$ cat config.mk
export PLATFORM = sky130hd
export DESIGN_NAME = host_cfg_bank
export DESIGN_NICKNAME = d
export VERILOG_FILES = /design/src/rtl/host_cfg_pkg.sv /design/src/rtl/host_cfg_ctrl.sv /design/src/rtl/host_cfg_dp.sv /design/src/rtl/host_cfg_bank.sv
export SDC_FILE = /design/constraint.sdc
export NUM_CORES = 1
export LEC_CHECK = 0
export ABC_AREA = 1
export ABC_CLOCK_PERIOD_IN_PS = 1950
export CORE_MARGIN = 3
export CORE_UTILIZATION = 45
export DETAILED_ROUTE_END_ITERATION = 10
export DONT_BUFFER_PORTS = 1
export PLACE_DENSITY = 0.56
export SYNTH_ARGS = -nofsm -noshare
export SYNTH_HDL_FRONTEND = slang
export SYNTH_SLANG_ARGS = --single-unit
$ cat constraint.sdc
create_clock -name clk -period 1.95 [get_ports clk]
set_clock_uncertainty 0.1 [all_clocks]
set_input_delay 0.2925 -clock clk [delete_from_list [all_inputs] [get_ports clk]]
set_output_delay 0.2925 -clock clk [all_outputs]
set_load 0.05 [all_outputs]
$ cat src/rtl/host_cfg_pkg.sv
package host_cfg_pkg;
  localparam int ADDR_W = 5;
  localparam int DATA_W = 8;
  localparam int WIN_W  = 4;
  localparam int ID_W   = 32;
  localparam int ID_BYTES = ID_W / DATA_W;
  localparam int ID_SEL_W = $clog2(ID_BYTES);
  localparam int RBA_W  = 2 * DATA_W;

  localparam int GSR_BIT = 0;
  localparam int RB_BIT  = 5;
  localparam int RC_BIT  = 7;

  typedef enum logic [3:0] {
    SRC_ZERO, SRC_CTRL1, SRC_CTRL2, SRC_SCRATCH, SRC_STATUS,
    SRC_CFG, SRC_RBLO, SRC_RBHI, SRC_ID, SRC_USER
  } rdSrc_e;

  typedef struct packed {
    logic                wrCtrl1;
    logic                wrCtrl2;
    logic                wrScratch;
    logic                wrRbLo;
    logic                wrRbHi;
    logic                rdLoad;
    rdSrc_e              rdSrc;
    logic [ID_SEL_W-1:0] idSel;
  } bankStb_t;
endpackage

$ cat src/rtl/host_cfg_ctrl.sv
module host_cfg_ctrl
  import host_cfg_pkg::*;
(
  input  logic [ADDR_W-1:0] busAddr,
  input  logic              busWrEn,
  input  logic              busRdEn,
  output bankStb_t          stb,
  output logic              cfgWrStb,
  output logic              cfgRdStb,
  output logic              userSel,
  output logic              userWr,
  output logic [WIN_W-1:0]  userAddr
);
  logic [WIN_W-1:0] offset;
  logic             inWindow;

  assign offset   = busAddr[WIN_W-1:0];
  assign inWindow = busAddr[ADDR_W-1];
  assign userAddr = offset;

  always_comb begin
    stb        = '0;
    stb.rdSrc  = SRC_ZERO;
    stb.rdLoad = busRdEn;
    cfgWrStb   = 1'b0;
    cfgRdStb   = 1'b0;
    userSel    = 1'b0;
    userWr     = 1'b0;
    if (inWindow) begin
      userSel   = busWrEn | busRdEn;
      userWr    = busWrEn;
      stb.rdSrc = SRC_USER;
    end else begin
      case (offset)
        4'h0: begin stb.wrCtrl1   = busWrEn; stb.rdSrc = SRC_CTRL1;   end
        4'h1: begin stb.wrCtrl2   = busWrEn; stb.rdSrc = SRC_CTRL2;   end
        4'h2: begin stb.wrScratch = busWrEn; stb.rdSrc = SRC_SCRATCH; end
        4'h3: stb.rdSrc = SRC_STATUS;
        4'h4: begin
          cfgWrStb  = busWrEn;
          cfgRdStb  = busRdEn;
          stb.rdSrc = SRC_CFG;
        end
        4'h5: begin stb.wrRbLo = busWrEn; stb.rdSrc = SRC_RBLO; end
        4'h6: begin stb.wrRbHi = busWrEn; stb.rdSrc = SRC_RBHI; end
        4'h7: begin stb.rdSrc = SRC_ID; stb.idSel = ID_SEL_W'(0); end
        4'h8: begin stb.rdSrc = SRC_ID; stb.idSel = ID_SEL_W'(1); end
        4'h9: begin stb.rdSrc = SRC_ID; stb.idSel = ID_SEL_W'(2); end
        4'hA: begin stb.rdSrc = SRC_ID; stb.idSel = ID_SEL_W'(3); end
        default: stb.rdSrc = SRC_ZERO;
      endcase
    end
  end
endmodule

$ cat src/rtl/host_cfg_dp.sv
module host_cfg_dp
  import host_cfg_pkg::*;
#(
  parameter logic [ID_W-1:0] DEVICE_ID = 32'h5A3C_96E1
) (
  input  logic              clk,
  input  logic              rstN,
  input  bankStb_t          stb,
  input  logic [DATA_W-1:0] busWrData,
  input  logic [DATA_W-1:0] statusIn,
  input  logic [DATA_W-1:0] cfgRdData,
  input  logic [DATA_W-1:0] userRdData,
  output logic [DATA_W-1:0] busRdData,
  output logic              gsrOut,
  output logic              readbackReqN,
  output logic              reconfigReqN,
  output logic [DATA_W-1:0] ctrl2Out,
  output logic [RBA_W-1:0]  readbackAddr
);
  logic [DATA_W-1:0] scratch;
  logic [DATA_W-1:0] rbLo;
  logic [DATA_W-1:0] rbHi;
  logic [DATA_W-1:0] ctrl1View;
  logic [DATA_W-1:0] rdMux;
  logic [DATA_W-1:0] idByte [ID_BYTES];

  for (genvar i = 0; i < ID_BYTES; i++) begin : g_id
    assign idByte[i] = DEVICE_ID[i*DATA_W +: DATA_W];
  end

  // Request levels: no path from them back into this bank.
  always_ff @(posedge clk or negedge rstN) begin
    if (!rstN) begin
      gsrOut       <= 1'b0;
      readbackReqN <= 1'b1;
      reconfigReqN <= 1'b1;
    end else if (stb.wrCtrl1) begin
      gsrOut       <= busWrData[GSR_BIT];
      readbackReqN <= busWrData[RB_BIT];
      reconfigReqN <= busWrData[RC_BIT];
    end
  end

  always_ff @(posedge clk or negedge rstN) begin
    if (!rstN) begin
      ctrl2Out <= '0;
      scratch  <= '0;
      rbLo     <= '0;
      rbHi     <= '0;
    end else begin
      if (stb.wrCtrl2)   ctrl2Out <= busWrData;
      if (stb.wrScratch) scratch  <= busWrData;
      if (stb.wrRbLo)    rbLo     <= busWrData;
      if (stb.wrRbHi)    rbHi     <= busWrData;
    end
  end

  assign readbackAddr = {rbHi, rbLo};

  always_comb begin
    ctrl1View          = '0;
    ctrl1View[GSR_BIT] = gsrOut;
    ctrl1View[RB_BIT]  = readbackReqN;
    ctrl1View[RC_BIT]  = reconfigReqN;
  end

  always_comb begin
    case (stb.rdSrc)
      SRC_CTRL1:   rdMux = ctrl1View;
      SRC_CTRL2:   rdMux = ctrl2Out;
      SRC_SCRATCH: rdMux = scratch;
      SRC_STATUS:  rdMux = statusIn;
      SRC_CFG:     rdMux = cfgRdData;
      SRC_RBLO:    rdMux = rbLo;
      SRC_RBHI:    rdMux = rbHi;
      SRC_ID:      rdMux = idByte[stb.idSel];
      SRC_USER:    rdMux = userRdData;
      default:     rdMux = '0;
    endcase
  end

  always_ff @(posedge clk or negedge rstN) begin
    if (!rstN)           busRdData <= '0;
    else if (stb.rdLoad) busRdData <= rdMux;
  end
endmodule

$ cat src/rtl/host_cfg_bank.sv
module host_cfg_bank
  import host_cfg_pkg::*;
#(
  parameter logic [ID_W-1:0] DEVICE_ID = 32'h5A3C_96E1
) (
  input  logic              clk,
  input  logic              rstN,
  input  logic [ADDR_W-1:0] busAddr,
  input  logic [DATA_W-1:0] busWrData,
  input  logic              busWrEn,
  input  logic              busRdEn,
  output logic [DATA_W-1:0] busRdData,
  output logic              gsrOut,
  output logic              readbackReqN,
  output logic              reconfigReqN,
  output logic [DATA_W-1:0] ctrl2Out,
  output logic [RBA_W-1:0]  readbackAddr,
  input  logic [DATA_W-1:0] statusIn,
  output logic              cfgWrStb,
  output logic              cfgRdStb,
  output logic [DATA_W-1:0] cfgWrData,
  input  logic [DATA_W-1:0] cfgRdData,
  output logic              userSel,
  output logic              userWr,
  output logic [WIN_W-1:0]  userAddr,
  output logic [DATA_W-1:0] userWrData,
  input  logic [DATA_W-1:0] userRdData
);
  bankStb_t stb;

  assign cfgWrData  = busWrData;
  assign userWrData = busWrData;

  host_cfg_ctrl u_ctrl (
    .busAddr (busAddr),
    .busWrEn (busWrEn),
    .busRdEn (busRdEn),
    .stb     (stb),
    .cfgWrStb(cfgWrStb),
    .cfgRdStb(cfgRdStb),
    .userSel (userSel),
    .userWr  (userWr),
    .userAddr(userAddr)
  );

  host_cfg_dp #(.DEVICE_ID(DEVICE_ID)) u_dp (
    .clk         (clk),
    .rstN        (rstN),
    .stb         (stb),
    .busWrData   (busWrData),
    .statusIn    (statusIn),
    .cfgRdData   (cfgRdData),
    .userRdData  (userRdData),
    .busRdData   (busRdData),
    .gsrOut      (gsrOut),
    .readbackReqN(readbackReqN),
    .reconfigReqN(reconfigReqN),
    .ctrl2Out    (ctrl2Out),
    .readbackAddr(readbackAddr)
  );
endmodule

# Yosys cells after proc, flatten, opt, wreduce, memory -nomap -nowiden
# Index checks and enable logic that the tools add are counted.
dict set report totals {
  register_bits 43
  in_bits 41
  out_inout_bits 59
  word_cells 52
}
dict set report classes {
  order_cmp 1
  eq_ne 19
  muxes 20
  n_bitwise 2
  reduce_logical 2
}
# operator count
set ops {}
lappend ops {{$pmux W8 S9} 1}
lappend ops {{$eq A4 B3 Y1 const B} 8}
lappend ops {{$pmux W4 S8} 1}
lappend ops {{$eq A4 B4 Y1 const B} 5}
lappend ops {{$bmux W8 S2} 1}
lappend ops {{$eq A4 B2 Y1 const B} 4}
lappend ops {{$mux W8} 2}
lappend ops {{$mux W1} 11}
lappend ops {{$eq A4 B1 Y1 const B} 2}
lappend ops {{$pmux W2 S3} 1}
lappend ops {{$mux W5} 1}
lappend ops {{$logic_not A4 Y1} 1}
lappend ops {{$mux W4} 1}
lappend ops {{$reduce_or A4 Y1} 1}
lappend ops {{$ge A3 B3 Y1 const B} 1}
lappend ops {{$not A2 Y3} 1}
lappend ops {{$mux W2} 1}
lappend ops {{$or A1 B1 Y1} 1}

# Logic depth before layout (Yosys ltp)
# Gate-level depths: netlist of the first run.
dict set report logic_depth {
  depth_word 8
  depth_mapped 13
  ltp_nobuf 12
}

# Cells and area by module
# Synthesis of the first run repeated with hierarchy kept, for this count alone.
dict set report hier_totals {
  hier_cells 343
  hier_area_um2 2638.8
}
# mod instances cells_per_inst area_each_um2 seq_area_each_um2
set modules_own_cells {}
lappend modules_own_cells {host_cfg_dp 1 280 2290.9 1078.5}
lappend modules_own_cells {host_cfg_ctrl 1 47 227.7 0.0}
lappend modules_own_cells {host_cfg_bank 1 16 120.1 0.0}

# Least setup slack after synthesis of the first run
# OpenSTA, ideal clock, no wires.
dict set report synth_path {
  kind {input port to output port}
  from {in busRdEn}
  to {out cfgRdStb}
  t_arrival_ns 2.151
  required_ns 1.558
  setup_slack_ns -0.593
  cell_stages 3
  path_buffers 1
  cell_sequence {buf_6 -> clkinv_1 -> nor4_1}
}
dict set report synth_via {
  elab_chain_cells 2
}
# element line_no
set synth_rtl {}
lappend synth_rtl {{start, declared} host_cfg_bank.sv:11} ;# input logic busRdEn,
lappend synth_rtl {{$mux W1} host_cfg_ctrl.sv:34} ;# case (offset)
lappend synth_rtl {{$mux W1} host_cfg_ctrl.sv:29} ;# if (inWindow) begin
lappend synth_rtl {{end, declared} host_cfg_bank.sv:20} ;# output logic cfgRdStb,
# No other way between the ends.

# Worst setup path after layout of the first run
dict set report layout_path {
  from {in busAddr[3]}
  to {reg u_dp.busRdData[5]}
}
dict set report layout_via {
  elab_chain_cells 8
  elab_cells_between_ends 30
}
# element line_no
set layout_rtl {}
lappend layout_rtl {{start, declared} host_cfg_bank.sv:8} ;# input logic [ADDR_W-1:0] busAddr,
lappend layout_rtl {{$eq A4 B4 Y1} host_cfg_ctrl.sv:34}
lappend layout_rtl {{$pmux W2 S3} host_cfg_ctrl.sv:34}
lappend layout_rtl {{$mux W2} host_cfg_ctrl.sv:29}
lappend layout_rtl {{$not A2 Y3 (not written as such)} host_cfg_dp.sv:76} ;# SRC_ID: rdMux = idByte[stb.idSel];
lappend layout_rtl {{$bmux W8 S2} host_cfg_dp.sv:76}
lappend layout_rtl {{$mux W8 (not written as such) (2 in a row)} host_cfg_dp.sv:76}
lappend layout_rtl {{$pmux W8 S9 *} host_cfg_dp.sv:68} ;# case (stb.rdSrc)
lappend layout_rtl {{end signal, assigned} host_cfg_dp.sv:84} ;# else if (stb.rdLoad) busRdData <= rdMux;
lappend layout_rtl {{end, declared} host_cfg_dp.sv:13} ;# output logic [DATA_W-1:0] busRdData,
# Every way passes the cells marked *; elsewhere a longest branch is shown, timed or not. The select of a mux whose other input is x is not followed.
# A chain may end at the register's enable or synchronous reset.

==> summary.txt, run 1 <==
Overflow after GRT: 0
Root Buffer: clkbuf_8
Area share of the leading cell type in the synthesized netlist: 38.2%
Synthesized instance count: 363
Total Nets Final: 395
Via/cell ratio: 5.25
Yosys cell types: 28
Mapped Area: 2690 sq um
Row cnt: 27
Post-CTS sizing: 0
Post-Syn Nets: 407
FFs w/ async S/R, synth: 100%
Syn-to-layout area delta: 3.40%
Internal Power: 1.50 mW
P_leak: 1.43 nW
Flop-to-flop setup slack: 0.56 ns
Port-buffer cells: 0
Core footprint: 5640 sq um
H-Tree Depth: 2
Drt wl/cell: 17.0 microns
Psw: 1.14 mW
Global-route wire length before repair: 12.0 mm
Total track usage: 21.8%
Endpoints failing setup: 0
Sequential standard cell area: 1080 sq um
Area of the multi-input gates: 1300 sq um
Initial Utilization: 47.6%
Most used DFF post-synth: dfrtp_1
Non-filler cells, final: 424
Crit path DAT: 1.62 ns
Die X: 83.3 microns
Yosys top cell by area: dfrtp_1
Critical path endpoint category: flop
GP Congestion: 0.864
Sw Share: 43.1%
Vias in the first global route: 2193
Number of cells on the worst reg-to-reg path: 6
CTS sink cnt: 43
CTS tree: done
Post-synth EDFFs: 0
Maximum vdd drop: 0.443 mV
DIE AREA: 6930 sq um
Pin count of the biggest net entering global routing: 44
Leading post-synthesis cells by cell area: dfrtp_1 (38%), nand2_1 (18%), nand3_1 (6.7%), o21ai_0 (6.7%), buf_4 (6.1%)
ANT cells: 0
Final antenna-violating net count: 0
Period utilization: 78.0%
Clock Power Share: 24.3%
Final WL: 7.19 mm
# DRC: 0
Status: completed
Slew Viols, Final: 0
Most frequent cells in the layout: nand2_1 (131), dfrtp_1 (41), nand3_1 (36), o21ai_0 (36), nor2_1 (26)
Share of layout cells above drive strength 1: 13.4%
# Max-Cap Violations: 0
Worst-path maximum fanout: 7
Reg2Reg Launch Point: u_dp.ctrl2Out[5]
CP required: 2.05 ns
Drt first pass iters: 4
Max transition margin: 63.0%
Total power: 2.64 mW
Crit Path Class: input port to flop
RSZ-0062 raised after global routing: false
HPWL Detailed: 5.34 mm
Reg2Reg Capture Point: u_dp.busRdData[5]
Worst Setup EP: u_dp.busRdData[5]
Clk Latency, worst-skew pair: 0.30 ns
Mean post-synth cell area: 7.40 sq um
Worst-path clk slew: 0.09 ns
Crit. Startpoint: busAddr[3]
Max Clk Rate: 658 MHz
Critical Path Start Type: input port
Max Root-Sink Buffers: 2
Die Y: 83.3 microns
Final min period: 1.52 ns
Fin. Hold Viols: 0
Cell count after placement: 413
Fill count: 589
Post-synthesis register bit count: 43
Hold Crit Class: input port to flop
Vias: 2224
Seq/Total Area, Yosys: 40.1%
Commonest non-fill, non-tap cell in the layout: nand2_1
Sequential share of power: 61.3%
Pwr dens: 950 nW/um^2
Yosys warns: 0
Initial antenna violation count: 0
Measured slew at the worst slew-check pin: 0.553 ns
Comb pwr share: 14.4%
DRT iter0 DRCs: 143
TritonCTS Buffers: 5
IO Pins: 100
==> metrics by stage <==
stage               hold WS (ns)  area (sq um)  util, %  TNS (ns)  worst slack (ns)
floorplan                 -0.103          2700        -   -0.0256           -0.0256
global placement          -0.101          2630     46.6         0             0.184
detailed placement        -0.101          2630     46.6         0             0.123
CTS                       0.0978          2780     49.2         0             0.431
global route               0.104          2780     49.2         0             0.308
finish                    0.0990          2780     49.2         0             0.430
==> metal layers <==
metal	part of all wire [%]	vias up	track usage (%)
met1	45	1016	31.0
met3	9.8	4	6.25
li1	-	1115	-
met2	44	89	32.7
met5	0	-	0
met4	0.74	0	5.05
==> final cells by class <==
cell class	instances	share of cell area [%]
Clock buffer	7	3.47
Clock inverter	1	0.270
Inverter	25	3.38
Multi-Input combinational cell	265	46.9
Sequential cell	43	38.8
Tap cell	72	3.24
Timing Repair Buffer	11	3.87
==> power groups by stage <==
stage / registers, mW / clock network [mW] / logic, mW
after floorplan: 1.61 / 0 / 0.393
after global placement: 1.64 / 0 / 0.346
after detailed placement: 1.64 / 0 / 0.354
after CTS: 1.62 / 0.667 / 0.387
after global routing: 1.64 / 0.707 / 0.445
final: 1.62 / 0.641 / 0.381
==> worst min-delay path by stage <==
stage                 start                 to  slack [ns]  depth (start not counted)
5_1_grt        busWrData[7]  u_dp.reconfigReqN        0.10                          2
2_1_floorplan          rstN  u_dp.busRdData[0]       -0.10                          0
4_1_cts        busWrData[7]  u_dp.reconfigReqN         0.1                          2
3_5_place_dp           rstN  u_dp.busRdData[7]       -0.10                          0
6_report       busWrData[5]  u_dp.readbackReqN         0.1                          2
3_3_place_gp           rstN  u_dp.busRdData[5]       -0.10                          0
==> cell usage after synthesis (2+ instances only) <==
library cell  number
nand2_1          131
dfrtp_1           41
nand3_1           36
o21ai_0           36
nor2_1            26
buf_4             22
inv_1             21
nand4_1            6
clkbuf_1           5
nand3_2            5
nand2_4            4
nor2_4             4
ha_1               3
inv_2              3
nor2_2             3
buf_6              2
dfstp_2            2
nand2_2            2
nor2_8             2
==> logic make-up after synthesis <==
family / count (synthesis) / synth area share, %
AND/OR/NAND/NOR: 224 / 39.5
buffers and inverters: 55 / 11.7
flip-flops: 43 / 40.1
AO/OA/AOI/OAI: 38 / 7.22
adder cells (fa/ha/maj): 3 / 1.40
==> registers in the layout, indices dropped and copies added (netlist names) <==
| name | cells |
|---|---|
| u_dp.busRdData | 8 |
| u_dp.ctrl2Out | 8 |
| u_dp.gsrOut | 1 |
| u_dp.rbHi | 8 |
| u_dp.rbLo | 8 |
| u_dp.readbackReqN | 1 |
| u_dp.reconfigReqN | 1 |
| u_dp.scratch | 8 |
==> worst max-delay path, cell delays in order <==
cell and delay, ns:
inv_2 0.03, nor2_1 0.12, nand3_1 0.19, ha_1 0.25
or2_2 0.30, nand3_1 0.09, nand3_1 0.07, nor2_1 0.10
nand2_1 0.06, nand2_1 0.06, nand2_1 0.05
==> what timing repair did <==
action / 4_1_cts / 5_1_grt
buffers inserted: 0 / 0
setup endpoints to repair: 0 / 0
hold buffers: 3 / 0
endpoints found under the hold margin: 51 / 0
Power figures use the tool's default switching activity.
==> run 2: changes to the inputs <==
--- a/config.mk
+++ b/config.mk
@@ -5,8 +5,8 @@
 export SDC_FILE = /design/constraint.sdc
 export NUM_CORES = 1
 export LEC_CHECK = 0
-export ABC_AREA = 1
-export ABC_CLOCK_PERIOD_IN_PS = 1950
+export ABC_AREA = 0
+export ABC_CLOCK_PERIOD_IN_PS = 1450
 export CORE_MARGIN = 3
 export CORE_UTILIZATION = 45
 export DETAILED_ROUTE_END_ITERATION = 10
==> constraint.sdc (replaced) <==
create_clock -name clk -period 1.45 [get_ports clk]
set_clock_uncertainty 0.1 [all_clocks]
set_input_delay 0.2175 -clock clk [delete_from_list [all_inputs] [get_ports clk]]
set_output_delay 0.2175 -clock clk [all_outputs]
set_load 0.05 [all_outputs]
==> run 2 against run 1 <==
  * Via count shrank 12%
  * Highest routed layer unchanged
  * Clock power rose by 35%
  * Synthesized cell count decreased by 36%
  * Global-route usage decreased by 1.3 points
  * Die area down 1.3%
  * Design area up 13%
  * Worst setup slack got worse by 0.37 ns
  * Routed wire length down 3.3%
  * Flip-flop and latch count unchanged
  * Largest power group unchanged
  * First-iteration DRC count stayed put
  * Utilization rose by 6.6 points
  * Combinational power rose to 3.9 times the previous value
  * Critical endpoint unchanged
==> summary.txt, run 2 <==
Status: completed
Dpl cell area: 2900 sq um
Post-CTS sizing: 0
Global-route wire length before repair: 10.5 mm
Pin count of the biggest net entering global routing: 44
Total power: 3.91 mW
Via/cell ratio: 5.80
Fill count: 491
Die X: 82.7 microns
Synthesized instance count: 234
Row cnt: 27
Endpoints failing setup: 0
Non-filler cells, final: 338
TritonCTS Buffers: 5
Mapped Area: 2650 sq um
DRT iter0 DRCs: 143
Cell count after placement: 319
DIE AREA: 6840 sq um
Post-CTS setup repair buffer count: 0
Max Clk Rate: 721 MHz
Final antenna-violating net count: 0
Commonest non-fill, non-tap cell in the layout: buf_4
P_leak: 1.46 nW
Post-synth EDFFs: 0
Min-delay src: busRdEn
Hold Path Stages: 2
Max Root-Sink Buffers: 2
Worst-path clk slew: 0.09 ns
Final min period: 1.39 ns
CP peak stage delay: 0.39 ns
Root Buffer: clkbuf_8
Mean post-synth cell area: 11.3 sq um
Worst-path maximum fanout: 2
GP Congestion: 0.966
Die Y: 82.7 microns
Measured slew at the worst slew-check pin: 0.491 ns
Vias: 1959
Drt first pass iters: 6
Overflow after GRT: 0
Most frequent cell after synthesis: dfrtp_1
Leading post-synthesis cells by cell area: dfrtp_1 (39%), mux2_4 (9.1%), mux2_1 (8.1%), buf_4 (6.5%), mux2i_1 (4.9%)
Syn-to-layout area delta: 18.2%
Initial antenna violation count: 0
Post-synthesis register bit count: 43
IO Pins: 100
Reg2Reg Launch Point: u_dp.ctrl2Out[5]
Hold buffers post-CTS: 11
# Max-Cap Violations: 0
Area share of the leading cell type in the synthesized netlist: 38.7%
Initial Utilization: 47.2%
Reg2Reg Capture Point: u_dp.busRdData[5]
Total Nets Final: 309
Total track usage: 20.5%
FFs w/ async S/R, synth: 100%
Yosys cell types: 46
Vias in the first global route: 1948
ANT cells: 0
Max transition margin: 67.5%
HPWL Detailed: 5.10 mm
CP required: 1.52 ns
Sum Neg Setup Slack: 0 ns
CTS tree: done
# DRC: 0
Post-Syn Nets: 278
Worst path cell trace: and2_1, a211o_1, a32oi_1, a31oi_1
Period utilization: 95.6%
Yosys warns: 0
Crit. Startpoint: u_dp.ctrl2Out[5]
H-Tree Depth: 2
Critical Path Start Type: flop
Fin. Hold Viols: 0
CTS sink cnt: 43
Hold Crit Endpoint: u_dp.busRdData[0]
Most used DFF post-synth: dfrtp_1
Final WL: 6.95 mm
Crit Path Class: flop to flop
Port-buffer cells: 0
Flop-to-flop setup slack: 0.06 ns
Clk Latency, worst-skew pair: 0.29 ns
Drt wl/cell: 20.6 microns
Core footprint: 5610 sq um
Synth top cells by count: dfrtp_1 (41), buf_4 (23), mux2_1 (19)
Maximum vdd drop: 0.827 mV
Fin area: 3130 sq um
Slew Viols, Final: 0
Yosys top cell by area: dfrtp_1
Most frequent cells in the layout: buf_4 (46), dfrtp_1 (40), mux2_1 (19)
Number of cells on the worst reg-to-reg path: 4
RSZ-0062 raised after global routing: false
Seq/Total Area, Yosys: 40.7%
Crit path DAT: 1.46 ns
Hold Crit Class: input port to flop
CP max stage cell: dfrtp_1
Pwr dens: 1250 nW/um^2
Critical path endpoint category: flop
Share of layout cells above drive strength 1: 33.8%
run 2: cell types whose count changed after synthesis, moves of 5 or more:
cell and change:
nor2_1 -17, inv_1 -17, nand4_1 -6, nand2_1 -117, and3_1 +5, buf_2 +8, mux2_4 +16, nand3_1 -35
nand2b_1 +6, mux2i_1 +13, mux2_1 +19, o21ai_0 -33, a32oi_1 +8
run 2: layer usage:
layer  track usage, %  routed length [microns]  vias to the layer above  share of wire, %
met5                0                        0                        -                 0
met4             4.90                       58                        0              0.83
met3             4.56                      557                        6               8.0
met2             33.1                     3420                       85                49
met1             28.0                     2910                      970                42
li1                 -                        -                      898                 -
run 2: layout make-up:
| type | count | area, sq um | area share (%) |
|---|---|---|---|
| clock buffers | 7 | 96.3 | 3.08 |
| clock inverters | 1 | 7.51 | 0.240 |
| inverters | 6 | 22.5 | 0.719 |
| multi-input cells | 152 | 1360 | 43.5 |
| flip-flops and latches | 43 | 1080 | 34.5 |
| well taps | 72 | 90.1 | 2.88 |
| repair buffers | 57 | 473 | 15.1 |
run 2: cell families (layout without fill, tap and decap cells):
family          Yosys count  count (layout)  synth area share, %
compound gates           44              44                 12.6
xor+xnor                  1               1                0.331
fa+ha+maj                 3               3                 1.42
buf+inv                  39              71                 9.45
flops                    43              43                 40.7
mux                      48              48                 22.1
simple gates             56              56                 13.4
run 2: critical path: cells and delay by family (launching register included):
kind | cells | cell delay [ns]
simple gates | 1 | 0.17
flops | 1 | 0.39
compound gates | 3 | 0.61
run 2: worst max path at each step:
| stage | to | slack (ns) |
|---|---|---|
| after global routing | u_dp.busRdData[5] | 0.02 |
| final | u_dp.busRdData[5] | 0.06 |
| after CTS | u_dp.busRdData[5] | 0.06 |
| after floorplan | u_dp.busRdData[6] | -0.20 |
| after detailed placement | u_dp.busRdData[5] | -0.12 |
| after global placement | u_dp.busRdData[6] | -0.10 |
run 2: metrics by stage:
step | worst slack (ns) | util (%) | hold WS (ns)
2_1_floorplan | -0.199 | - | -0.178
3_3_place_gp | -0.101 | 51.7 | -0.177
3_5_place_dp | -0.117 | 51.7 | -0.177
4_1_cts | 0.0595 | 55.8 | 0.0115
5_1_grt | 0.0166 | 55.8 | 0.0266
6_report | 0.0639 | 55.8 | 0.0184
run 2: report_power, final:
group	internal (mW)	switching, mW
Combinational	0.543	0.953
Sequential	1.42	0.132
Clock	0.434	0.429
==> run 3: changes to the inputs <==
--- a/config.mk
+++ b/config.mk
@@ -6,12 +6,12 @@
 export NUM_CORES = 1
 export LEC_CHECK = 0
 export ABC_AREA = 0
-export ABC_CLOCK_PERIOD_IN_PS = 1450
+export ABC_CLOCK_PERIOD_IN_PS = 1800
 export CORE_MARGIN = 3
-export CORE_UTILIZATION = 45
+export CORE_UTILIZATION = 65
 export DETAILED_ROUTE_END_ITERATION = 10
 export DONT_BUFFER_PORTS = 1
-export PLACE_DENSITY = 0.56
+export PLACE_DENSITY = 0.77
 export SYNTH_ARGS = -nofsm -noshare
 export SYNTH_HDL_FRONTEND = slang
 export SYNTH_SLANG_ARGS = --single-unit
==> constraint.sdc (replaced) <==
create_clock -name clk -period 1.8 [get_ports clk]
set_clock_uncertainty 0.1 [all_clocks]
set_input_delay 0.27 -clock clk [delete_from_list [all_inputs] [get_ports clk]]
set_output_delay 0.27 -clock clk [all_outputs]
set_load 0.05 [all_outputs]
==> run 3 against run 2 <==
  * Routed wire length is 4.5% lower
  * Design area is 5.9% lower
  * Final cell count is 12% lower
  * Critical path type is now input port to output port
  * Largest cell class unchanged
==> summary.txt, run 3 (synthesis results as in run 2) <==
Post-layout util: 77.6%
Clock Power Share: 23.5%
Crit. Startpoint: busAddr[3]
Max Root-Sink Buffers: 2
Min-delay src: busWrData[3]
Overflow after GRT: 0
Status: completed
Die Y: 69.8 microns
Final antenna-violating net count: 0
Met3 usage: 7.68%
Initial antenna violation count: 0
P_leak: 1.38 nW
Max Clk Rate: 634 MHz
RSZ-0062 raised after global routing: false
DRT iter0 DRCs: 207
Fin. Hold Viols: 0
Die X: 69.8 microns
Vias in the first global route: 2045
Share of layout cells above drive strength 1: 28.4%
Sequential share of power: 45.8%
TritonCTS Buffers: 5
DIE AREA: 4880 sq um
Pwr dens: 1040 nW/um^2
H-Tree Depth: 2
CTS tree: done
Endpoints failing setup: 0
GRT Max-Usage Layer: met2
Final min period: 1.58 ns
Psw: 1.16 mW
Via/cell ratio: 6.73
Row cnt: 22
CP max stage cell: nor3b_4
Reg2Reg Launch Point: u_dp.rbHi[0]
Comb pwr share: 30.7%
Post-CTS setup repair buffer count: 0
Total Nets Final: 294
Period utilization: 87.6%
Commonest non-fill, non-tap cell in the layout: dfrtp_1
Initial Utilization: 69.7%
Internal Power: 1.92 mW
Total track usage: 28.1%
Most frequent cells in the layout: dfrtp_1 (41), buf_4 (35), mux2_1 (19)
Global-route wire length before repair: 10.8 mm
Met1 Usage GRT: 36.7%
Max transition margin: 58.3%
HPWL Detailed: 4.66 mm
# DRC: 0
Worst-path maximum fanout: 8
Sw Share: 37.7%
Vias: 2007
Port-buffer cells: 0
Crit path DAT: 1.21 ns
Slew Viols, Final: 0
Hold Crit Class: input port to flop
Family with the most delay on the worst path: simple AND/OR/NAND/NOR gates
Critical path buffers and inverters: 1
Root Buffer: clkbuf_8
Crit Path Class: input port to output port
Drt first pass iters: 4
CP peak stage delay: 0.46 ns
Drt wl/cell: 22.3 microns
Pin count of the biggest net entering global routing: 44
# Max-Cap Violations: 0
Clk Latency, worst-skew pair: 0.29 ns
Met2 usage in global routing: 44.8%
Setup WS pre-CTS: 0.108 ns
Setup ws final: 0.223 ns
Syn-to-layout area delta: 11.2%
Total power: 3.08 mW
Worst-path clk slew: 0.08 ns
Maximum vdd drop: 0.851 mV
Critical Path Start Type: input port
Post-CTS sizing: 0
Critical path endpoint category: output port
Sum Neg Setup Slack: 0 ns
IO Pins: 100
ANT cells: 0
GP Congestion: 0.924
CP required: 1.43 ns
Hold buffers post-CTS: 2
Core footprint: 3800 sq um
CTS sink cnt: 43
Worst path cell trace: nor3b_4, and3_1, buf_12
Final WL: 6.64 mm
Measured slew at the worst slew-check pin: 0.622 ns
[run 3: final cells by class]
class / instances / area (sq um)
Clock inverter: 1 / 30.0
Clock buffer: 6 / 72.6
Inverter: 6 / 22.5
Fill cell: 242 / 852
Sequential cell: 43 / 1080
Tap cell: 48 / 60.1
Timing Repair Buffer: 42 / 363
Multi-Input combinational cell: 152 / 1320
[run 3: power groups by stage]
stage | Sequential [mW] | Combinational, mW | Clock (mW)
after global routing | 1.43 | 0.997 | 0.773
after detailed placement | 1.43 | 0.910 | 0
after floorplan | 1.75 | 0.477 | 0
after global placement | 1.42 | 0.890 | 0
after CTS | 1.41 | 0.943 | 0.730
final | 1.41 | 0.945 | 0.721
[run 3: final timing paths]
path	to	slack [ns]	cells after the start
max in group asynchronous	u_dp.readbackReqN	0.98	2
worst min-delay path	u_dp.ctrl2Out[3]	0.005	1
worst max-delay path	cfgWrStb	0.22	3
worst max register to register	u_dp.busRdData[0]	0.35	4
worst min register to register	u_dp.scratch[5]	0.40	1
min in group asynchronous	u_dp.busRdData[7]	0.33	2
[run 3: stage by stage]
stage / hold WS, ns / area, sq um / std cells
6_report: 0.00496 / 2950 / 298
5_1_grt: 0.00129 / 2950 / 298
4_1_cts: 0.00460 / 2920 / 295
3_5_place_dp: -0.125 / 2780 / 286
3_3_place_gp: -0.125 / 2780 / 286
2_1_floorplan: -0.126 / 2650 / 234
[run 3: routing by layer]
metal  share of wire (%)  up-vias
met2                  48      115
met5                   0        -
met3                  11       11
li1                    -      868
met1                  40     1013
met4                 1.7        0
